===== config.mk =====
export PLATFORM = sky130hd
export DESIGN_NAME = clk_seg_decode_bank
export DESIGN_NICKNAME = d
export VERILOG_FILES = /design/src/rtl/seg_glyph_pkg.sv /design/src/rtl/bcd_range_gate.sv /design/src/rtl/bcd_digit_decode.sv /design/src/rtl/clk_seg_decode_bank.sv
export SDC_FILE = /design/constraint.sdc
export NUM_CORES = 1
export LEC_CHECK = 0
export BUFFER_PORTS_ARGS = -buffer_cell sky130_fd_sc_hd__buf_2
export CORE_MARGIN = 5
export CORE_UTILIZATION = 40
export DETAILED_ROUTE_END_ITERATION = 10
export PLACE_DENSITY = 0.78
export SYNTH_ARGS = -nofsm -noshare
export SYNTH_HDL_FRONTEND = slang
export SYNTH_SLANG_ARGS = --single-unit

===== constraint.sdc =====
create_clock -name vclk -period 1.3
set_input_delay 0.26 -clock vclk [all_inputs]
set_output_delay 0.26 -clock vclk [all_outputs]
set_load 0.03 [all_outputs]

===== src/rtl/seg_glyph_pkg.sv =====
package seg_glyph_pkg;

    localparam int SEG_W  = 7;
    localparam int CODE_W = 4;

    typedef logic [SEG_W-1:0] seg_t;

    // Highest legal code for a decoder of the given input width.
    function automatic int legal_limit(input int width);
        if (width <= 2)
            return 3;
        else if (width == 3)
            return 5;
        else
            return 9;
    endfunction

    // bit0 = a ... bit6 = g
    function automatic seg_t glyph(input logic [CODE_W-1:0] v);
        seg_t s;
        case (v)
            4'd0:    s = 7'h3F;
            4'd1:    s = 7'h06;
            4'd2:    s = 7'h5B;
            4'd3:    s = 7'h4F;
            4'd4:    s = 7'h66;
            4'd5:    s = 7'h6D;
            4'd6:    s = 7'h7D;
            4'd7:    s = 7'h07;
            4'd8:    s = 7'h7F;
            4'd9:    s = 7'h6F;
            default: s = 7'h00;
        endcase
        return s;
    endfunction

endpackage


===== src/rtl/bcd_range_gate.sv =====
module bcd_range_gate #(
    parameter int WIDTH = 4
) (
    input  logic [WIDTH-1:0] code,
    output logic             in_range
);
    import seg_glyph_pkg::*;

    localparam int LIMIT = legal_limit(WIDTH);
    localparam int SPAN  = 1 << WIDTH;

    generate
        if (LIMIT >= SPAN - 1) begin : g_full
            // Every code of this width is legal.
            logic unused_code;
            assign unused_code = ^code;
            assign in_range    = 1'b1;
        end else begin : g_limited
            always_comb begin
                in_range = (int'(code) <= LIMIT);
            end
        end
    endgenerate

endmodule


===== src/rtl/bcd_digit_decode.sv =====
module bcd_digit_decode #(
    parameter int WIDTH = 4
) (
    input  logic [WIDTH-1:0]              code,
    output logic [seg_glyph_pkg::SEG_W-1:0] seg
);
    import seg_glyph_pkg::*;

    logic                in_range;
    logic [CODE_W-1:0]   code_w;
    seg_t                seg_d;

    bcd_range_gate #(.WIDTH(WIDTH)) u_gate (
        .code     (code),
        .in_range (in_range)
    );

    always_comb begin
        code_w = CODE_W'(code);
        seg_d  = in_range ? glyph(code_w) : '0;
    end

    assign seg = seg_d;

    always_comb begin

        if (!in_range) begin
            illegal_is_blank_chk: assert (seg == '0);
        end

        if (in_range) begin
            legal_not_blank_chk: assert (seg != '0);
        end

        if (int'(code) == 1) begin
            one_two_segs_chk: assert ($countones(seg) == 2);
        end

        if (int'(code) == 8) begin
            eight_all_segs_chk: assert (seg == 7'h7F);
        end
    end

endmodule


===== src/rtl/clk_seg_decode_bank.sv =====
module clk_seg_decode_bank (
    input  logic [1:0] hr_tens,
    input  logic [3:0] hr_ones,
    input  logic [2:0] min_tens,
    input  logic [3:0] min_ones,
    input  logic [2:0] sec_tens,
    input  logic [3:0] sec_ones,
    input  logic [1:0] day_tens,
    input  logic [3:0] day_ones,
    input  logic       leap_mode,
    output logic [6:0] seg_hr_tens,
    output logic [6:0] seg_hr_ones,
    output logic [6:0] seg_min_tens,
    output logic [6:0] seg_min_ones,
    output logic [6:0] seg_sec_tens,
    output logic [6:0] seg_sec_ones,
    output logic [6:0] seg_day_tens,
    output logic [6:0] seg_day_ones,
    output logic       dp_day_ones
);
    import seg_glyph_pkg::*;

    localparam int N_ONES = 4;
    localparam int N_TENS3 = 2;
    localparam int N_TENS2 = 2;

    logic [3:0] ones_code [N_ONES];
    seg_t       ones_seg  [N_ONES];
    logic [2:0] t3_code   [N_TENS3];
    seg_t       t3_seg    [N_TENS3];
    logic [1:0] t2_code   [N_TENS2];
    seg_t       t2_seg    [N_TENS2];

    assign ones_code[0] = hr_ones;
    assign ones_code[1] = min_ones;
    assign ones_code[2] = sec_ones;
    assign ones_code[3] = day_ones;
    assign t3_code[0]   = min_tens;
    assign t3_code[1]   = sec_tens;
    assign t2_code[0]   = hr_tens;
    assign t2_code[1]   = day_tens;

    generate
        for (genvar i = 0; i < N_ONES; i++) begin : g_ones
            bcd_digit_decode #(.WIDTH(4)) u_dec (
                .code (ones_code[i]),
                .seg  (ones_seg[i])
            );
        end
        for (genvar i = 0; i < N_TENS3; i++) begin : g_tens3
            bcd_digit_decode #(.WIDTH(3)) u_dec (
                .code (t3_code[i]),
                .seg  (t3_seg[i])
            );
        end
        for (genvar i = 0; i < N_TENS2; i++) begin : g_tens2
            bcd_digit_decode #(.WIDTH(2)) u_dec (
                .code (t2_code[i]),
                .seg  (t2_seg[i])
            );
        end
    endgenerate

    assign seg_hr_ones  = ones_seg[0];
    assign seg_min_ones = ones_seg[1];
    assign seg_sec_ones = ones_seg[2];
    assign seg_day_ones = ones_seg[3];
    assign seg_min_tens = t3_seg[0];
    assign seg_sec_tens = t3_seg[1];
    assign seg_hr_tens  = t2_seg[0];
    assign seg_day_tens = t2_seg[1];
    assign dp_day_ones  = leap_mode;

    always_comb begin

        if (day_tens == 2'd3) begin
            day_tens_three_chk: assert (seg_day_tens == 7'h4F);
        end
    end

endmodule


==> results of run 1 <==
[through the flow]
stage	area [um^2]	setup slack [ps]	utilization
2_1_floorplan	1720	-88.6	-
3_3_place_gp	2330	-374	0.776
3_5_place_dp	2330	-399	0.776
4_1_cts	2900	-231	0.967
[what timing repair did]
item                                    in CTS
endpoints found under the setup margin      41
resized for setup                          160
pin swaps                                   24
buffers inserted                             5
[synth_stat cells (3+ instances only)]
cell type	instances
a21oi_1	28
nor2_1	26
inv_1	22
o21a_1	4
nand2b_1	16
nand2_1	10
a211oi_1	4
buf_6	4
o31a_1	4
buf_4	6
o21ai_0	3
ha_1	36
nor2b_1	4
[cell families after synthesis]
logic type / count (synthesis) / synth area share
and+or+nand+nor: 58 / 0.224
AOI/OAI and AO/OA: 48 / 0.245
adders and majority gates: 36 / 0.365
buffers and inverters: 34 / 0.146
muxes: 2 / 0.0162
other: 1 / 0.00304
==> results.tsv, run 1 <==
metric	value	unit
status	aborted with a tool error	
lastStage	global routing	
stop_error	[ERROR DPL-0038] Utilization greater than 100%, impossible to legalize	
synth_cell_types	22	
die_w	65.5	um
yosysTopAreaCellShare	0.365	
avgSynthCellArea	6.89	um^2
synthCells	179	
ctsHoldBuffers	0	
rows	20	
grt_max_degree	8	
yosysSeqAreaShare	0	
portBuffers	80	
syn_area	1230	um^2
worst-endpoint-pin-kind	output port	
gp_congestion	0.782	
worst_endpoint	seg_hr_ones[5]	
yosysTopAreaCell	ha_1	
place.detailed.hpwl	3.37	mm
die_h	65.5	um
synth_area_leaders	ha_1 37%, a21oi_1 11%, nand2b_1 8.1%	
dp.cells	317	
start_util	0.410	
io-pin-count	84	
yosysWarnings	0	
==> run 2: changes to the inputs <==
- CORE_AREA: default -> 5 5 66 68
- CORE_MARGIN: 5 -> default
- CORE_UTILIZATION: 40 -> default
- DIE_AREA: default -> 0 0 71 73
- PLACE_DENSITY: 0.78 -> default
- PLACE_DENSITY_LB_ADDON: default -> 0.15
- clock period: 1.3 -> 1.69 ns (I/O delays scaled with it)
==> results.tsv, run 2 <==
metric	value	unit
status	finished clean	
overflow	0	
worst-setup-path-type	input port to output pin	
areaGrowthSynthToFinish	102	%
fin_setup_tns	0	ps
synth_common_cells	36 x ha_1, 28 x a21oi_1, 26 x nor2_1	
seq_cell_count	0	
via_count	1556	
max_freq	0.593	GHz
start_util	0.324	
design.die.area	5180	um^2
clockBufferCount	0	
drc_errors	0	
final_common_cell	buf_4	
yosysSeqAreaShare	0	
placed_area	1870	um^2
hp-class	input port to output pin	
cp_slowest_cell	o31a_1	
worstPathArrival	1350	ps
finalMaxSlewViolations	0	
rows	23	
coreArea	3800	um^2
p_seq_frac	0	
finalSetupViolCount	0	
p_leak	0.00125	uW
p_sw	492	uW
die_w	71	um
yosysWarnings	0	
avgSynthCellArea	6.89	um^2
dr.pass1.iters	4	
grt_pass1_vias	1370	
ir_drop	166	uV
antenna_cells	0	
synth_cell_types	22	
final_cell_mix	54 x buf_4, 44 x buf_2, 21 x ha_1	
seqCellArea	0	um^2
crit_path_start_kind	input port	
rsz0062_at_grt	true	
io-pin-count	84	
cpMostUsedCell	buf_6	
p_clk_frac	0	
grt_max_degree	11	
synthCells	179	
critPathMaxFanout	6	
powerDensity	344	nW/um^2
antenna_found_initial	0	
p_sw_frac	0.574	
path_delay_family	compound AO/OA/AOI/OAI gates	
yosysTopAreaCellShare	0.365	
portBuffers	80	
grt_use_total	0.122	
crit_chain	buf_6, inv_6, ha_4, nor2_4, o31a_1, a21oi_2, buf_6	
synth_area_leaders	ha_1 37%, a21oi_1 11%, nand2b_1 8.1%	
worstPathRequired	1350	ps
finalHoldViolations	0	
routed_via_density	4.59	
gp_congestion	0.748	
p_comb_frac	1.000	
drtIter0Drc	60	
wl	3.83	mm
crit_buf_inv	3	
die_h	73	um
power	857	uW
whs	676	ps
worst_path_largest_cell_delay	350	ps
grt_pass1_wl	5.61	mm
yosysMostFrequentCell	ha_1	
ant_nets	0	
internal_power	365	uW
fin_util	0.656	
finalCritPeriodShare	0.998	
yosysTopAreaCell	ha_1	
wl_per_cell	11.3	um
place.detailed.hpwl	2.75	mm
period_needed	1690	ps
syn_area	1230	um^2
fin_nets	354	
cap_violations	0	
critPathCaptureType	output pin	
drive_above_1_share	0.609	
fin_area	2490	um^2
run 2: layout make-up:
type,count,area [um^2]
multi-input cells,146,1380
repair buffers,121,913
fillers,314,1310
well taps,50,62.6
inverters,22,135
run 2: cell families (layout without fill, tap and decap cells):
logic type               count (synthesis)  count (layout)  share of synthesized area
AO/OA/AOI/OAI                           48              48                      0.245
adder cells (fa/ha/maj)                 36              36                      0.365
buffers and inverters                   34             143                      0.146
multiplexers                             2               2                     0.0162
other                                    1               2                    0.00304
AND/OR/NAND/NOR                         58              58                      0.224
run 2: power groups by stage:
stage | Clock (uW) | Sequential (uW) | Combinational (uW)
2_1_floorplan | 0 | 0 | 441
3_3_place_gp | 0 | 0 | 660
3_5_place_dp | 0 | 0 | 660
4_1_cts | 0 | 0 | 781
5_1_grt | 0 | 0 | 918
6_report | 0 | 0 | 857
run 2: worst paths after layout:
path / from / to / slack [ps] / depth (start not counted)
worst min-delay path: leap_mode / dp_day_ones / 680 / 0
worst max-delay path: min_ones[0] / seg_min_ones[5] / 3 / 7
run 2: metal layers:
layer	vias to the layer above	share of wire	track usage
met5	-	0	0
met4	0	0.0060	0.0104
met3	4	0.071	0.0138
met2	57	0.53	0.233
met1	699	0.39	0.151
li1	796	-	-
run 2: stage by stage:
step | instances | setup slack, ps
floorplan | 180 | -100
global placement | 329 | -105
detailed placement | 329 | -113
CTS | 337 | -8.02
global route | 339 | -54.5
finish | 339 | 2.63
run 2: timing repair:
action                                  in CTS  in global routing
buffers inserted                             8                  2
gates resized for setup                     96                 49
endpoints found under the setup margin      25                 33
hold endpoints to repair                     0                  0
hold buffers                                 0                  0
pin swaps                                   13                 22
No activity file was read; power rests on OpenSTA's default activity.
==> run 3: changes to the inputs <==
--- a/config.mk
+++ b/config.mk
@@ -10,5 +10,5 @@
 export DETAILED_ROUTE_END_ITERATION = 10
 export DIE_AREA = 0 0 71 73
-export PLACE_DENSITY_LB_ADDON = 0.15
+export PLACE_DENSITY = 0.76
 export SYNTH_ARGS = -nofsm -noshare
 export SYNTH_HDL_FRONTEND = slang
==> constraint.sdc (replaced) <==
create_clock -name vclk -period 1.69
set_input_delay 0.169 -clock vclk [all_inputs]
set_output_delay 0.169 -clock vclk [all_outputs]
set_load 0.03 [all_outputs]
==> results.tsv, run 3 (synthesis results as in run 2) <==
metric	value	unit
fin_setup_tns	0	ps
whs	338	ps
seqCellArea	0	um^2
overflow	0	
crit_path_start_kind	input port	
grt_max_degree	11	
p_sw	406	uW
gp_congestion	0.781	
status	finished clean	
hold_depth	0	
drive_above_1_share	0.331	
critPathCaptureType	output pin	
rsz0062_at_grt	false	
path_delay_family	buffers and inverters	
met3_length	270	um
ir_drop	141	uV
min_from	leap_mode	
portBuffers	80	
p_clk_frac	0	
worst-setup-path-type	input port to output pin	
drc_errors	0	
final_cell_mix	80 x buf_2, 36 x ha_1, 28 x a21oi_1	
drtIter0Drc	32	
start_util	0.324	
antenna_cells	0	
die_w	71	um
wl	2.97	mm
p_sw_frac	0.697	
cts.repair.resized	0	
worstPathRequired	1520	ps
max_freq	0.661	GHz
setup_slack	177	ps
design.die.area	5180	um^2
coreArea	3800	um^2
routed_via_density	4.46	
fin_nets	313	
cap_violations	0	
grt_use_total	0.101	
hold_end	dp_day_ones	
hp-class	input port to output pin	
p_leak	0.000936	uW
seq_cell_count	0	
critPathMaxFanout	6	
wl_met1	1.35	mm
die_h	73	um
final_common_cell	buf_2	
grt_pass1_vias	1147	
top_layer_used	met3	
wl_per_cell	9.96	um
io-pin-count	84	
crit_chain	buf_2, inv_1, ha_1, nor2_1, o31ai_4, and2_1, buf_2	
crit_buf_inv	3	
wl_met2	1.35	mm
worstPathArrival	1340	ps
finalMaxSlewViolations	0	
internal_power	177	uW
p_comb_frac	1.000	
clockBufferCount	0	
grt_pass1_wl	4.78	mm
p_seq_frac	0	
via_count	1328	
finalCritPeriodShare	0.895	
dp_worst_setup_slack	170	ps
powerDensity	364	nW/um^2
cpMostUsedCell	buf_2	
multiInputGateArea	1060	um^2
worst_path_largest_cell_delay	280	ps
finalHoldViolations	0	
period_needed	1510	ps
ctsHoldBuffers	0	
ant_nets	0	
dr.pass1.iters	4	
place.detailed.hpwl	2.64	mm
cp_slowest_cell	o31ai_4	
fillers	403	
finalSetupViolCount	0	
areaGrowthSynthToFinish	29.9	%
rows	23	
antenna_found_initial	0	
cts_setup_buffers	0	
-- run 3: changes by cell type in the layout (fill, tap and decap cells not counted), sizes merged --
| cell | delta |
|---|---|
| clkbuf | -1 |
| buf | -40 |
-- run 3: how the worst max path moves through the flow --
stage,from,end,slack [ps],depth (start not counted)
2_1_floorplan,min_tens[1],seg_min_tens[5],240,4
3_3_place_gp,sec_ones[1],seg_sec_ones[0],220,7
3_5_place_dp,hr_ones[1],seg_hr_ones[1],170,7
4_1_cts,hr_ones[1],seg_hr_ones[1],170,7
5_1_grt,hr_ones[1],seg_hr_ones[3],60,7
6_report,hr_ones[1],seg_hr_ones[1],180,7
-- run 3: routing by layer --
metal	global-route usage	vias up
li1	-	709
met1	0.136	567
met2	0.180	52
met3	0.0152	0
met4	0.00418	0
met5	0	-
-- run 3: final cells by class --
type	count	share of cell area
well taps	50	0.0391
inverters	22	0.0516
multi-input cells	146	0.659
repair buffers	80	0.250
-- run 3: power by group through the flow --
stage	registers, uW	clock network [uW]	logic, uW
final	0	0	583
after global routing	0	0	634
after CTS	0	0	588
after detailed placement	0	0	586
after global placement	0	0	581
after floorplan	0	0	427
-- run 3: stage by stage --
| stage | std cells | total power [uW] | cell area [um^2] | utilization |
|---|---|---|---|---|
| after global placement | 298 | 581 | 1600 | 0.422 |
| after global routing | 298 | 634 | 1600 | 0.422 |
| final | 298 | 583 | 1600 | 0.422 |
| after detailed placement | 298 | 586 | 1600 | 0.422 |
| after floorplan | 180 | 427 | 1240 | - |
| after CTS | 298 | 588 | 1600 | 0.422 |
